<file path="src/rtl/i2c_reg_pkg.sv">
package i2c_reg_pkg;

  localparam int CTRL_W     = 6;
  localparam int CTL_EN     = 0;
  localparam int CTL_FAST   = 1;
  localparam int CTL_CTHR   = 2;   // command threshold, 2 bits
  localparam int CTL_RTHR   = 4;   // receive threshold, 2 bits
  localparam int IRQ_W      = 5;
  localparam int IRQ_TXRDY  = 0;
  localparam int IRQ_RXRDY  = 1;
  localparam int IRQ_NACK   = 2;   // sticky bits start here
  localparam int STICKY_N   = 3;
  localparam int CMD_W      = 10;
  localparam int DATA_W     = 32;

  typedef enum logic [3:0] {
    SEL_CMD    = 4'd0,
    SEL_RXDATA = 4'd1,
    SEL_CTRL   = 4'd2,
    SEL_IEN    = 4'd3,
    SEL_IST    = 4'd4,
    SEL_STAT   = 4'd5,
    SEL_CMDLVL = 4'd6,
    SEL_RXLVL  = 4'd7,
    SEL_SCLLO  = 4'd8,
    SEL_SCLHI  = 4'd9,
    SEL_HOLD   = 4'd10,
    SEL_NONE   = 4'd15
  } regSel_e;

  typedef struct packed {
    logic    cmdPush;
    logic    rxPop;
    logic    ctrlWr;
    logic    ienWr;
    logic    istClr;
    logic    sclLoWr;
    logic    sclHiWr;
    logic    holdWr;
    logic    rdLatch;
    regSel_e rdSel;
  } regStrobe_t;

endpackage

</file>
<file path="src/rtl/i2c_reg_fifo.sv">
module i2c_reg_fifo #(
  parameter int WIDTH = 8,
  parameter int DEPTH = 4,
  localparam int PTR_W = (DEPTH > 1) ? $clog2(DEPTH) : 1,
  localparam int LVL_W = $clog2(DEPTH + 1)
) (
  input  logic             clk,
  input  logic             rstN,
  input  logic             flush,
  input  logic             push,
  input  logic             pop,
  input  logic [WIDTH-1:0] din,
  output logic [WIDTH-1:0] dout,
  output logic [LVL_W-1:0] level,
  output logic             full,
  output logic             empty,
  output logic             pushTaken,
  output logic             popTaken
);

  logic [WIDTH-1:0] mem [DEPTH];
  logic [PTR_W-1:0] wrPtr, rdPtr;

  function automatic logic [PTR_W-1:0] nextPtr(input logic [PTR_W-1:0] p);
    return (p == PTR_W'(DEPTH - 1)) ? '0 : p + 1'b1;
  endfunction

  assign full      = (level == LVL_W'(DEPTH));
  assign empty     = (level == '0);
  assign popTaken  = pop && !empty && !flush;
  assign pushTaken = push && (!full || popTaken) && !flush;
  assign dout      = mem[rdPtr];

  always_ff @(posedge clk) begin
    if (pushTaken) mem[wrPtr] <= din;
  end

  always_ff @(posedge clk or negedge rstN) begin
    if (!rstN) begin
      wrPtr <= '0;
      rdPtr <= '0;
      level <= '0;
    end else if (flush) begin
      wrPtr <= '0;
      rdPtr <= '0;
      level <= '0;
    end else begin
      if (pushTaken) wrPtr <= nextPtr(wrPtr);
      if (popTaken)  rdPtr <= nextPtr(rdPtr);
      level <= level + LVL_W'(pushTaken) - LVL_W'(popTaken);
    end
  end

  AST_LEVEL_BOUND: assert property (@(posedge clk) disable iff (!rstN)
    level <= LVL_W'(DEPTH));
  AST_FLUSH_EMPTY: assert property (@(posedge clk) disable iff (!rstN)
    flush |=> empty);

endmodule

</file>
<file path="src/rtl/i2c_reg_ctrl.sv">
module i2c_reg_ctrl
  import i2c_reg_pkg::*;
#(
  parameter int ADDR_W = 6,
  localparam int WORD_W = ADDR_W - 2
) (
  input  logic              regWrEn,
  input  logic              regRdEn,
  input  logic [ADDR_W-1:0] regAddr,
  output regStrobe_t        strb
);

  logic [WORD_W-1:0] wordIdx;
  logic              inRange;
  regSel_e           sel;

  assign wordIdx = regAddr[ADDR_W-1:2];
  assign inRange = (wordIdx <= WORD_W'(SEL_HOLD));
  assign sel     = inRange ? regSel_e'(wordIdx[3:0]) : SEL_NONE;

  always_comb begin
    strb         = '0;
    strb.rdSel   = sel;
    strb.rdLatch = regRdEn;
    strb.rxPop   = regRdEn && (sel == SEL_RXDATA);
    if (regWrEn) begin
      case (sel)
        SEL_CMD:   strb.cmdPush = 1'b1;
        SEL_CTRL:  strb.ctrlWr  = 1'b1;
        SEL_IEN:   strb.ienWr   = 1'b1;
        SEL_IST:   strb.istClr  = 1'b1;
        SEL_SCLLO: strb.sclLoWr = 1'b1;
        SEL_SCLHI: strb.sclHiWr = 1'b1;
        SEL_HOLD:  strb.holdWr  = 1'b1;
        default:   ;
      endcase
    end
  end

endmodule

</file>
<file path="src/rtl/i2c_reg_dpath.sv">
module i2c_reg_dpath
  import i2c_reg_pkg::*;
#(
  parameter int FIFO_DEPTH = 4,
  parameter int CNT_W      = 16,
  localparam int LVL_W     = $clog2(FIFO_DEPTH + 1)
) (
  input  logic              clk,
  input  logic              rstN,
  input  regStrobe_t        strb,
  input  logic [DATA_W-1:0] wrData,
  input  logic              cmdPopReq,
  input  logic              rxPush,
  input  logic [7:0]        rxByte,
  input  logic              evNack,
  input  logic              evArbLost,
  input  logic              coreBusy,
  output logic              cmdValid,
  output logic [CMD_W-1:0]  cmdData,
  output logic [DATA_W-1:0] rdData,
  output logic              irq,
  output logic              coreEnable,
  output logic              fastMode,
  output logic [CNT_W-1:0]  sclLowCnt,
  output logic [CNT_W-1:0]  sclHighCnt,
  output logic [CNT_W-1:0]  sdaHoldCnt
);

  logic [CTRL_W-1:0]   ctrlQ;
  logic [IRQ_W-1:0]    ienQ;
  logic [STICKY_N-1:0] stickyQ;
  logic [STICKY_N-1:0] evIn;
  logic [CNT_W-1:0]    loQ, hiQ, holdQ;
  logic [DATA_W-1:0]   rdQ, rdMux;
  logic [IRQ_W-1:0]    istVec;
  logic                ctrlEn, flush;

  logic [LVL_W-1:0]    cmdLevel, rxLevel;
  logic                cmdFull, cmdEmpty, cmdPushTaken, cmdPopTaken;
  logic                rxFull, rxEmpty, rxPushTaken, rxPopTaken;
  logic [7:0]          rxHead;
  logic                txReady, rxReady, ovfEvent;

  assign ctrlEn = ctrlQ[CTL_EN];
  assign flush  = !ctrlEn;

  i2c_reg_fifo #(.WIDTH(CMD_W), .DEPTH(FIFO_DEPTH)) u_cmdFifo (
    .clk(clk), .rstN(rstN), .flush(flush),
    .push(strb.cmdPush), .pop(cmdPopReq), .din(wrData[CMD_W-1:0]),
    .dout(cmdData), .level(cmdLevel), .full(cmdFull), .empty(cmdEmpty),
    .pushTaken(cmdPushTaken), .popTaken(cmdPopTaken)
  );

  i2c_reg_fifo #(.WIDTH(8), .DEPTH(FIFO_DEPTH)) u_rxFifo (
    .clk(clk), .rstN(rstN), .flush(flush),
    .push(rxPush), .pop(strb.rxPop), .din(rxByte),
    .dout(rxHead), .level(rxLevel), .full(rxFull), .empty(rxEmpty),
    .pushTaken(rxPushTaken), .popTaken(rxPopTaken)
  );

  assign cmdValid = !cmdEmpty;
  assign txReady  = (int'(cmdLevel) <= int'(ctrlQ[CTL_CTHR +: 2]));
  assign rxReady  = (int'(rxLevel) > int'(ctrlQ[CTL_RTHR +: 2]));
  assign ovfEvent = rxPush && rxFull && !rxPopTaken && ctrlEn;

  // Sticky event bits: index 0 no-ack, 1 arbitration, 2 overflow.
  assign evIn = {ovfEvent, evArbLost, evNack};

  for (genvar i = 0; i < STICKY_N; i++) begin : g_sticky
    always_ff @(posedge clk or negedge rstN) begin
      if (!rstN) stickyQ[i] <= 1'b0;
      else       stickyQ[i] <= (stickyQ[i] && !(strb.istClr && wrData[IRQ_NACK + i]))
                               || evIn[i];
    end
  end

  assign istVec = {stickyQ, rxReady, txReady};
  assign irq    = |(istVec & ienQ);

  always_ff @(posedge clk or negedge rstN) begin
    if (!rstN) begin
      ctrlQ <= '0;
      ienQ  <= '0;
      loQ   <= '0;
      hiQ   <= '0;
      holdQ <= '0;
    end else begin
      if (strb.ctrlWr)  ctrlQ <= wrData[CTRL_W-1:0];
      if (strb.ienWr)   ienQ  <= wrData[IRQ_W-1:0];
      if (strb.sclLoWr) loQ   <= wrData[CNT_W-1:0];
      if (strb.sclHiWr) hiQ   <= wrData[CNT_W-1:0];
      if (strb.holdWr)  holdQ <= wrData[CNT_W-1:0];
    end
  end

  always_comb begin
    rdMux = '0;
    case (strb.rdSel)
      SEL_RXDATA: rdMux = rxEmpty ? '0 : DATA_W'(rxHead);
      SEL_CTRL:   rdMux = DATA_W'(ctrlQ);
      SEL_IEN:    rdMux = DATA_W'(ienQ);
      SEL_IST:    rdMux = DATA_W'(istVec);
      SEL_STAT:   rdMux = DATA_W'(coreBusy);
      SEL_CMDLVL: rdMux = DATA_W'(cmdLevel);
      SEL_RXLVL:  rdMux = DATA_W'(rxLevel);
      SEL_SCLLO:  rdMux = DATA_W'(loQ);
      SEL_SCLHI:  rdMux = DATA_W'(hiQ);
      SEL_HOLD:   rdMux = DATA_W'(holdQ);
      default:    rdMux = '0;
    endcase
  end

  always_ff @(posedge clk or negedge rstN) begin
    if (!rstN)             rdQ <= '0;
    else if (strb.rdLatch) rdQ <= rdMux;
  end

  assign rdData     = rdQ;
  assign coreEnable = ctrlEn;
  assign fastMode   = ctrlQ[CTL_FAST];
  assign sclLowCnt  = loQ;
  assign sclHighCnt = hiQ;
  assign sdaHoldCnt = holdQ;

  AST_RX_DROP_KEEPS_LEVEL: assert property (@(posedge clk) disable iff (!rstN)
    (rxPush && rxFull && !strb.rxPop && ctrlEn) |=> (rxLevel == LVL_W'(FIFO_DEPTH)));
  AST_RX_DROP_FLAGS: assert property (@(posedge clk) disable iff (!rstN)
    (rxPush && rxFull && !strb.rxPop && ctrlEn) |=> istVec[IRQ_NACK + 2]);
  AST_CMD_FULL_IGNORED: assert property (@(posedge clk) disable iff (!rstN)
    (strb.cmdPush && cmdFull && !cmdPopReq && ctrlEn) |=> $stable(cmdLevel));
  AST_RX_READ_POPS: assert property (@(posedge clk) disable iff (!rstN)
    (strb.rxPop && !rxEmpty && !rxPush && ctrlEn) |=> (rxLevel == $past(rxLevel) - LVL_W'(1)));
  AST_NACK_SET_WINS: assert property (@(posedge clk) disable iff (!rstN)
    evNack |=> istVec[IRQ_NACK]);
  AST_ARB_SET_WINS: assert property (@(posedge clk) disable iff (!rstN)
    evArbLost |=> istVec[IRQ_NACK + 1]);
  AST_NO_PUSH_WHEN_OFF: assert property (@(posedge clk) disable iff (!rstN)
    !ctrlEn |-> !(cmdPushTaken || rxPushTaken));

endmodule

</file>
<file path="src/rtl/i2c_reg_front.sv">
module i2c_reg_front
  import i2c_reg_pkg::*;
#(
  parameter int ADDR_W     = 6,
  parameter int FIFO_DEPTH = 4,
  parameter int CNT_W      = 16
) (
  input  logic              clk,
  input  logic              rstN,
  input  logic              regWrEn,
  input  logic              regRdEn,
  input  logic [ADDR_W-1:0] regAddr,
  input  logic [31:0]       regWrData,
  output logic [31:0]       regRdData,
  output logic              irq,
  output logic              coreEnable,
  output logic              fastMode,
  output logic [CNT_W-1:0]  sclLowCnt,
  output logic [CNT_W-1:0]  sclHighCnt,
  output logic [CNT_W-1:0]  sdaHoldCnt,
  input  logic              cmdPopReq,
  output logic              cmdValid,
  output logic [9:0]        cmdData,
  input  logic              rxPush,
  input  logic [7:0]        rxByte,
  input  logic              evNack,
  input  logic              evArbLost,
  input  logic              coreBusy
);

  regStrobe_t strb;

  i2c_reg_ctrl #(.ADDR_W(ADDR_W)) u_ctrl (
    .regWrEn(regWrEn), .regRdEn(regRdEn), .regAddr(regAddr), .strb(strb)
  );

  i2c_reg_dpath #(.FIFO_DEPTH(FIFO_DEPTH), .CNT_W(CNT_W)) u_dpath (
    .clk(clk), .rstN(rstN), .strb(strb), .wrData(regWrData),
    .cmdPopReq(cmdPopReq), .rxPush(rxPush), .rxByte(rxByte),
    .evNack(evNack), .evArbLost(evArbLost), .coreBusy(coreBusy),
    .cmdValid(cmdValid), .cmdData(cmdData), .rdData(regRdData), .irq(irq),
    .coreEnable(coreEnable), .fastMode(fastMode),
    .sclLowCnt(sclLowCnt), .sclHighCnt(sclHighCnt), .sdaHoldCnt(sdaHoldCnt)
  );

endmodule

</file>
<file path="config.mk">
export PLATFORM = sky130hd
export DESIGN_NAME = i2c_reg_front
export DESIGN_NICKNAME = d
export VERILOG_FILES = /design/src/rtl/i2c_reg_pkg.sv /design/src/rtl/i2c_reg_fifo.sv /design/src/rtl/i2c_reg_ctrl.sv /design/src/rtl/i2c_reg_dpath.sv /design/src/rtl/i2c_reg_front.sv
export SDC_FILE = /design/constraint.sdc
export NUM_CORES = 1
export LEC_CHECK = 0
export BUFFER_PORTS_ARGS = -buffer_cell sky130_fd_sc_hd__buf_2
export CORE_MARGIN = 5
export CORE_UTILIZATION = 50
export CTS_BUF_LIST = sky130_fd_sc_hd__clkbuf_4 sky130_fd_sc_hd__clkbuf_8 sky130_fd_sc_hd__clkbuf_16
export DETAILED_ROUTE_END_ITERATION = 10
export GPL_TIMING_DRIVEN = 0
export PLACE_DENSITY = 0.7
export SLEW_MARGIN = 40
export SYNTH_ARGS = -nofsm -noshare
export SYNTH_HDL_FRONTEND = slang
export SYNTH_SLANG_ARGS = --single-unit
</file>
<file path="constraint.sdc">
create_clock -name clk -period 2.9 [get_ports clk]
set_clock_uncertainty 0.2 [all_clocks]
set_input_delay 0.145 -clock clk [delete_from_list [all_inputs] [get_ports clk]]
set_output_delay 0.145 -clock clk [all_outputs]
set_load 0.01 [all_outputs]
</file>
# Word level (Yosys, flattened, before mapping)
# Memory sizes are Yosys's and may differ from the RTL's.
# Cells that the tools add are included.
[classes]
n_addsub = 8
n_lt_le_gt_ge = 3
n_eq_ne = 20
n_mux = 30
bitwise_logic = 1
n_reduce_logical = 35
[op_table]
columns = ["cell", "count"]
rows = [
  ["$pmux 32 s10", 1],
  ["$mux 2", 12],
  ["$logic_and 1x1->1", 18],
  ["$eq 4x3->1 const B", 4],
  ["$eq 4x4->1 const B", 3],
  ["$mux 1", 12],
  ["$add 2x1->2 const B", 4],
  ["$eq 2x2->1 const B", 4],
  ["$eq 4x2->1 const B", 2],
  ["$logic_not 1->1", 8],
  ["$mux 8", 1],
  ["$ne 2x2->1 const B", 4],
  ["$add 3x1->3", 2],
  ["$eq 3x3->1 const B", 2],
  ["$logic_not 3->1", 2],
  ["$mux 3", 2],
  ["$mux 6", 1],
  ["$sub 3x1->3", 2],
  ["$and 5x5->5", 1],
  ["$logic_or 1x1->1", 5],
  ["$reduce_or 5->1", 1],
  ["$eq 4x1->1 const B", 1],
  ["$le 4x4->1 const B", 1],
  ["$logic_not 4->1", 1],
  ["3 further kinds", 3],
]
[totals]
reg_bits = 108
ram_bits = 72
inputBits = 55
output_inout_bits = 94
elab_cells = 114
mem_count = 2
[memory_table]
columns = ["name", "depth", "word_bits", "rd", "rd_clocked_by_memory_dff", "write_ports", "line_no", "text"]
rows = [
  ["u_dpath.u_cmdFifo.mem", 4, 10, 1, 0, 1, "i2c_reg_fifo.sv:21", "logic [WIDTH-1:0] mem [DEPTH];"],
  ["u_dpath.u_rxFifo.mem", 4, 8, 1, 0, 1, "i2c_reg_fifo.sv:21", ""],
]

# Logic depth before layout (Yosys ltp)
[logic_depth]
depth_word = 12
mapped_depth = 13
depth_no_buf = 12

# Modules after synthesis
# A second synthesis with hierarchy kept.
[hier_totals]
cells_unflattened = 529
hier_area_um2 = 7544.7
[modules_own_cells]
columns = ["mod", "instances", "cells_each", "area_per_inst_um2", "seq_area_each_um2"]
rows = [
  ["i2c_reg_dpath", 1, 319, 3849.9, 1951.9],
  ["i2c_reg_fifo (u_dpath.u_cmdFifo)", 1, 100, 1930.6, 1376.3],
  ["i2c_reg_fifo (u_dpath.u_rxFifo)", 1, 91, 1642.8, 1136.1],
  ["i2c_reg_ctrl", 1, 19, 121.4, 0.0],
]

# Least setup slack after synthesis
# OpenSTA, ideal clock, no wires.
[synth_timing]
path_kind = "register -> register"
start = "reg u_dpath.u_cmdFifo.level[1]"
end = "reg u_dpath.u_cmdFifo.level[2]"
setup_time_ns = 0.132
arrival_time_ns = 2.349
t_required_ns = 2.568
slack_ns = 0.219
path_stages_with_launch = 13
n_path_buf = 0
period_less_slack_ns = 2.681
cell_sequence = "dfrtp_1 or4b_1 nand4_1 nor2_1 inv_1 ha_1 inv_1 ha_1 inv_1 fa_1 xor2_1 xnor2_1 nor2_1"
[synth_via]
elab_chain_len = 10
elab_cells_between_ends = 12
cone_classes = "2 x add/sub; 1 x eq/ne; 1 x mux; 8 x reduce/logical"
[synth_lines]
columns = ["item", "line_no", "text"]
rows = [
  ["start: declaration", "i2c_reg_fifo.sv:14", "output logic [LVL_W-1:0] level,"],
  ["start signal: assignment", "i2c_reg_fifo.sv:50", "level <= level + LVL_W'(pushTaken) - LVL_W'(popTaken);"],
  ["$logic_not 3->1", "i2c_reg_fifo.sv:29", "assign empty = (level == '0);"],
  ["$logic_not 1->1", "i2c_reg_fifo.sv:30", "assign popTaken = pop && !empty && !flush;"],
  ["$logic_and 1x1->1 (2 in series)", "i2c_reg_fifo.sv:30", ""],
  ["$logic_or 1x1->1", "i2c_reg_fifo.sv:31", "assign pushTaken = push && (!full || popTaken) && !flush;"],
  ["$logic_and 1x1->1 (2 in series)", "i2c_reg_fifo.sv:31", ""],
  ["$add 3x1->3", "i2c_reg_fifo.sv:50", ""],
  ["$sub 3x1->3 *", "i2c_reg_fifo.sv:50", ""],
  ["$mux 3 *", "i2c_reg_fifo.sv:43", "end else if (flush) begin"],
]
# Every way passes the cells marked *; elsewhere a longest branch is shown, timed or not.
# A chain may end at the register's enable or synchronous reset.

# Final worst setup path
# Ends and elaborated chain as after synthesis.

==> results.md <==
* CP cell instances: or4b_4, nand4_1, nor2_2, inv_1, ha_1, inv_1, ha_1, inv_1, fa_1, xor2_1, xnor2_1, nor2_1
* Worst-path fanout max at 5
* Full die area at 17,600 um^2
* Die X-Extent at 133 um
* Worst slew pin tran at 0.732 ns
* # Max-Cap Violations at 0
* Most common cell after layout, fill and taps aside: buf_2
* Xor/xnor share of the synthesized area at 0.467%
* Area contributors post-synth: dfrtp_1 (31%), edfxtp_1 (29%), mux2_2 (5.7%)
* Clock root buffer: clkbuf_16
* Post-synthesis compound-gate area fraction at 6.57%
* Status: complete, no violations
* H-Tree Depth at 4
* Area grow syn2layout at 24.6%
* Synth Register Bits at 164
* Peak supply drop at 0.497 mV
* Via-per-instance ratio at 5.52
* Register area share after synthesis at 59.5%
* Ys flop type: dfrtp_1
* Final period utilization at 96.6%
* Core area at 14,600 um^2
* Num CTS Buffers at 17
* CP Launch Type: flip-flop
* Crit path max-delay family: simple AND/OR/NAND/NOR gates
* Leak pwr at 0.00402 uW
* Routed via count at 4,998
* Logic pwr share at 17.1%
* Final WL at 18.1 mm
* Post-synthesis simple-gate area fraction at 8.07%
* Max Root-Sink Buffers at 2
* Yosys top cell by area: dfrtp_1
* Grt total ovfl at 0
* CTS tree: built
* DRC viols at 0
* WL/cell at 20.0 um
* Critical path endpoint category: flip-flop
* Post-DRT Antenna Nets at 0
* Fin. max-slew vios at 0
* CP arrival at 2.91 ns
* Tot GR Track Use at 21.3%
* Worst Path Buf+Inv at 3
* Switching portion of total power at 28.6%
* Fillcell total at 1,086
* DP Wirelength at 13.0 mm
* Clock transition at the registers of the reported paths at 0.07 ns
* GP Congestion at 0.857
* Yosys Warn Count at 0
* Row Count at 44
* Max Clock Freq at 357 MHz
* Final setup TNS at 0 ns
* WS Path Type: flip-flop to flip-flop
* Netlist area before placement at 7500 um^2
* TritonCTS Sinks at 164
* Sequential share of power at 48.0%
* Top cell by count, worst path: inv_1
* Cells after Synth at 519
* Clock Power Share at 34.9%
* Final Instance Area at 9350 um^2
* HP Class: input port to asynchronous set/reset pin
* Initial core utilization at 51.2%
* Most frequent cells in the layout: buf_2 (122), dfrtp_1 (91), edfxtp_1 (72), mux2_2 (38), dlygate4sd3_1 (34)
* Number of I/O pins at 149
* Syn avg cell area at 14.5 um^2
* Worst-Skew Late Latency at 0.43 ns
* Crit-path max cell delay at 0.54 ns
* Vias in the first global route at 5,123
* Switching pwr at 1710 uW
* RSZ-0062 raised after global routing: true
* Die Y-Extent at 133 um
* Pin count of the biggest net entering global routing at 62
* Area share of the largest cell type after synthesis at 30.7%
* Placed instance area at 8390 um^2
* Final Hold Vio Count at 0
* Required time worst endpoint at 3.01 ns
* PortBufs at 113
* Mux cell area share after synthesis at 17.3%
* First-pass GRT wire length at 28.8 mm
* Crit-path slowest cell: or4b_4
* Initial antenna violation count at 3
* Final Util at 63.9%
* PD cells at 640 nW/um^2
* Rel. slew slack at 49.9%
* DR iter-0 viols at 369
* DRT Pass-1 Iters at 5
* Final setup viols at 0
* Share of post-route cells with drive strength above 1 at 36.1%
* Post-synth EDFFs at 72
* P_int at 4280 uW
* Combinational family with the most area after synthesis: multiplexers
* Post-Synth Adder-Cell Area at 3.53%
* Synth async-reset ratio at 56.1%
* Synth cell types at 59
* Layout net count at 782
* Crit path time final at 2.80 ns
final timing paths:
kind                                                      startpoint                                     to  slack (ns)  cells past startpoint
worst min-delay path                                            rstN       u_dpath.sclLowCnt[9]$_DFFE_PN0P_        0.04                      3
worst max-delay path            u_dpath.u_cmdFifo.level[1]$_DFF_PN0_   u_dpath.u_cmdFifo.level[2]$_DFF_PN0_         0.1                     12
worst max register to register  u_dpath.u_cmdFifo.level[1]$_DFF_PN0_   u_dpath.u_cmdFifo.level[2]$_DFF_PN0_         0.1                     12
worst min register to register        u_dpath.rdData[15]$_DFFE_PN0P_         u_dpath.rdData[15]$_DFFE_PN0P_        0.29                      1
max in group asynchronous                                       rstN   u_dpath.u_cmdFifo.level[1]$_DFF_PN0_        2.13                      3
min in group clk                                          regAddr[5]  u_dpath.u_rxFifo.rdPtr[0]$_DFFE_PN0P_        0.09                      5
flip-flops by register name, indices dropped and copies added, names as in the netlist, 3 cells and up:
| register | count |
|---|---|
| u_dpath.u_rxFifo.mem | 32 |
| u_dpath.ctrlQ | 6 |
| u_dpath.istVec | 3 |
| u_dpath.u_cmdFifo.level | 3 |
| u_dpath.sdaHoldCnt | 16 |
| u_dpath.sclLowCnt | 16 |
| u_dpath.ienQ | 5 |
| u_dpath.u_cmdFifo.mem | 40 |
| u_dpath.rdData | 16 |
| u_dpath.u_rxFifo.level | 3 |
| u_dpath.sclHighCnt | 16 |
layer usage:
| layer | routed length (um) | GRT usage, % |
|---|---|---|
| met1 | 7680 | 28.0 |
| met2 | 8880 | 34.6 |
| met3 | 1160 | 5.81 |
| met4 | 321 | 6.52 |
| met5 | 25 | 0 |
what timing repair did:
action | in CTS | in global routing
hold buffers | 35 | 0
pin swaps | 0 | 1
endpoints found under the hold margin | 234 | 0
setup endpoints to repair | 1 | 2
resized for setup | 1 | 4
setup buffers | 1 | 4
worst register-to-register path: cells and delay by family (launching register included):
family / cells / cell delay, ns
xor+xnor: 2 / 0.33
fa+ha+maj: 3 / 0.72
buf+inv: 3 / 0.18
flops: 1 / 0.42
simple gates: 4 / 0.84
per-stage QoR:
| step | hold slack [ns] | setup slack, ns | std cells | total power (uW) |
|---|---|---|---|---|
| floorplan | -0.351 | 0.219 | 534 | 3420 |
| global placement | 0.136 | -0.0169 | 831 | 3850 |
| detailed placement | -0.151 | -0.130 | 832 | 3890 |
| CTS | 0.0223 | 0.00206 | 900 | 6010 |
| global route | 0.0403 | -0.0272 | 905 | 6230 |
| finish | 0.0354 | 0.0997 | 905 | 5980 |
Yosys cell counts, types with 3 or more instances:
library cell  count
nor3_1            4
clkbuf_1          8
a21oi_1          21
nor2b_1           9
edfxtp_1         72
ha_1             18
nor2_1           20
nand3_1          13
and3_1            6
a21o_1            3
inv_1            21
mux2i_1          21
buf_2            10
o2bb2ai_1        13
dfrtp_1          92
mux2_1           12
mux2_4            8
nand2_1          11
buf_4            21
mux2_2           38
nand3b_1          9
mux4_2           18
and2_1           12
or3_1             5
o21ai_0           8
area by class of cell:
cell class,instances,area (um^2),area share [%]
Antenna cell,1,2.50,0.0268
Buffer,41,262,2.80
Clock buffer,17,425,4.55
Clock inverter,15,126,1.35
Inverter,21,78.8,0.843
Multi-Input combinational cell,308,2760,29.6
Sequential cell,164,4470,47.8
Tap cell,184,230,2.46
Timing Repair Buffer,154,997,10.7
cells by family after synthesis:
| family | Yosys count |
|---|---|
| flops | 164 |
| buf+inv | 62 |
| compound gates | 66 |
| simple gates | 105 |
| other cells | 1 |
| xor+xnor | 4 |
| fa+ha+maj | 20 |
| mux | 97 |
power groups by stage:
stage | Sequential (uW) | Clock (uW) | Combinational [uW]
global placement | 2900 | 0 | 945
detailed placement | 2910 | 0 | 977
floorplan | 2950 | 0 | 475
CTS | 2870 | 2120 | 1020
global route | 2900 | 2220 | 1110
finish | 2870 | 2090 | 1020
Note: power is estimated with default switching activity, not from simulation.
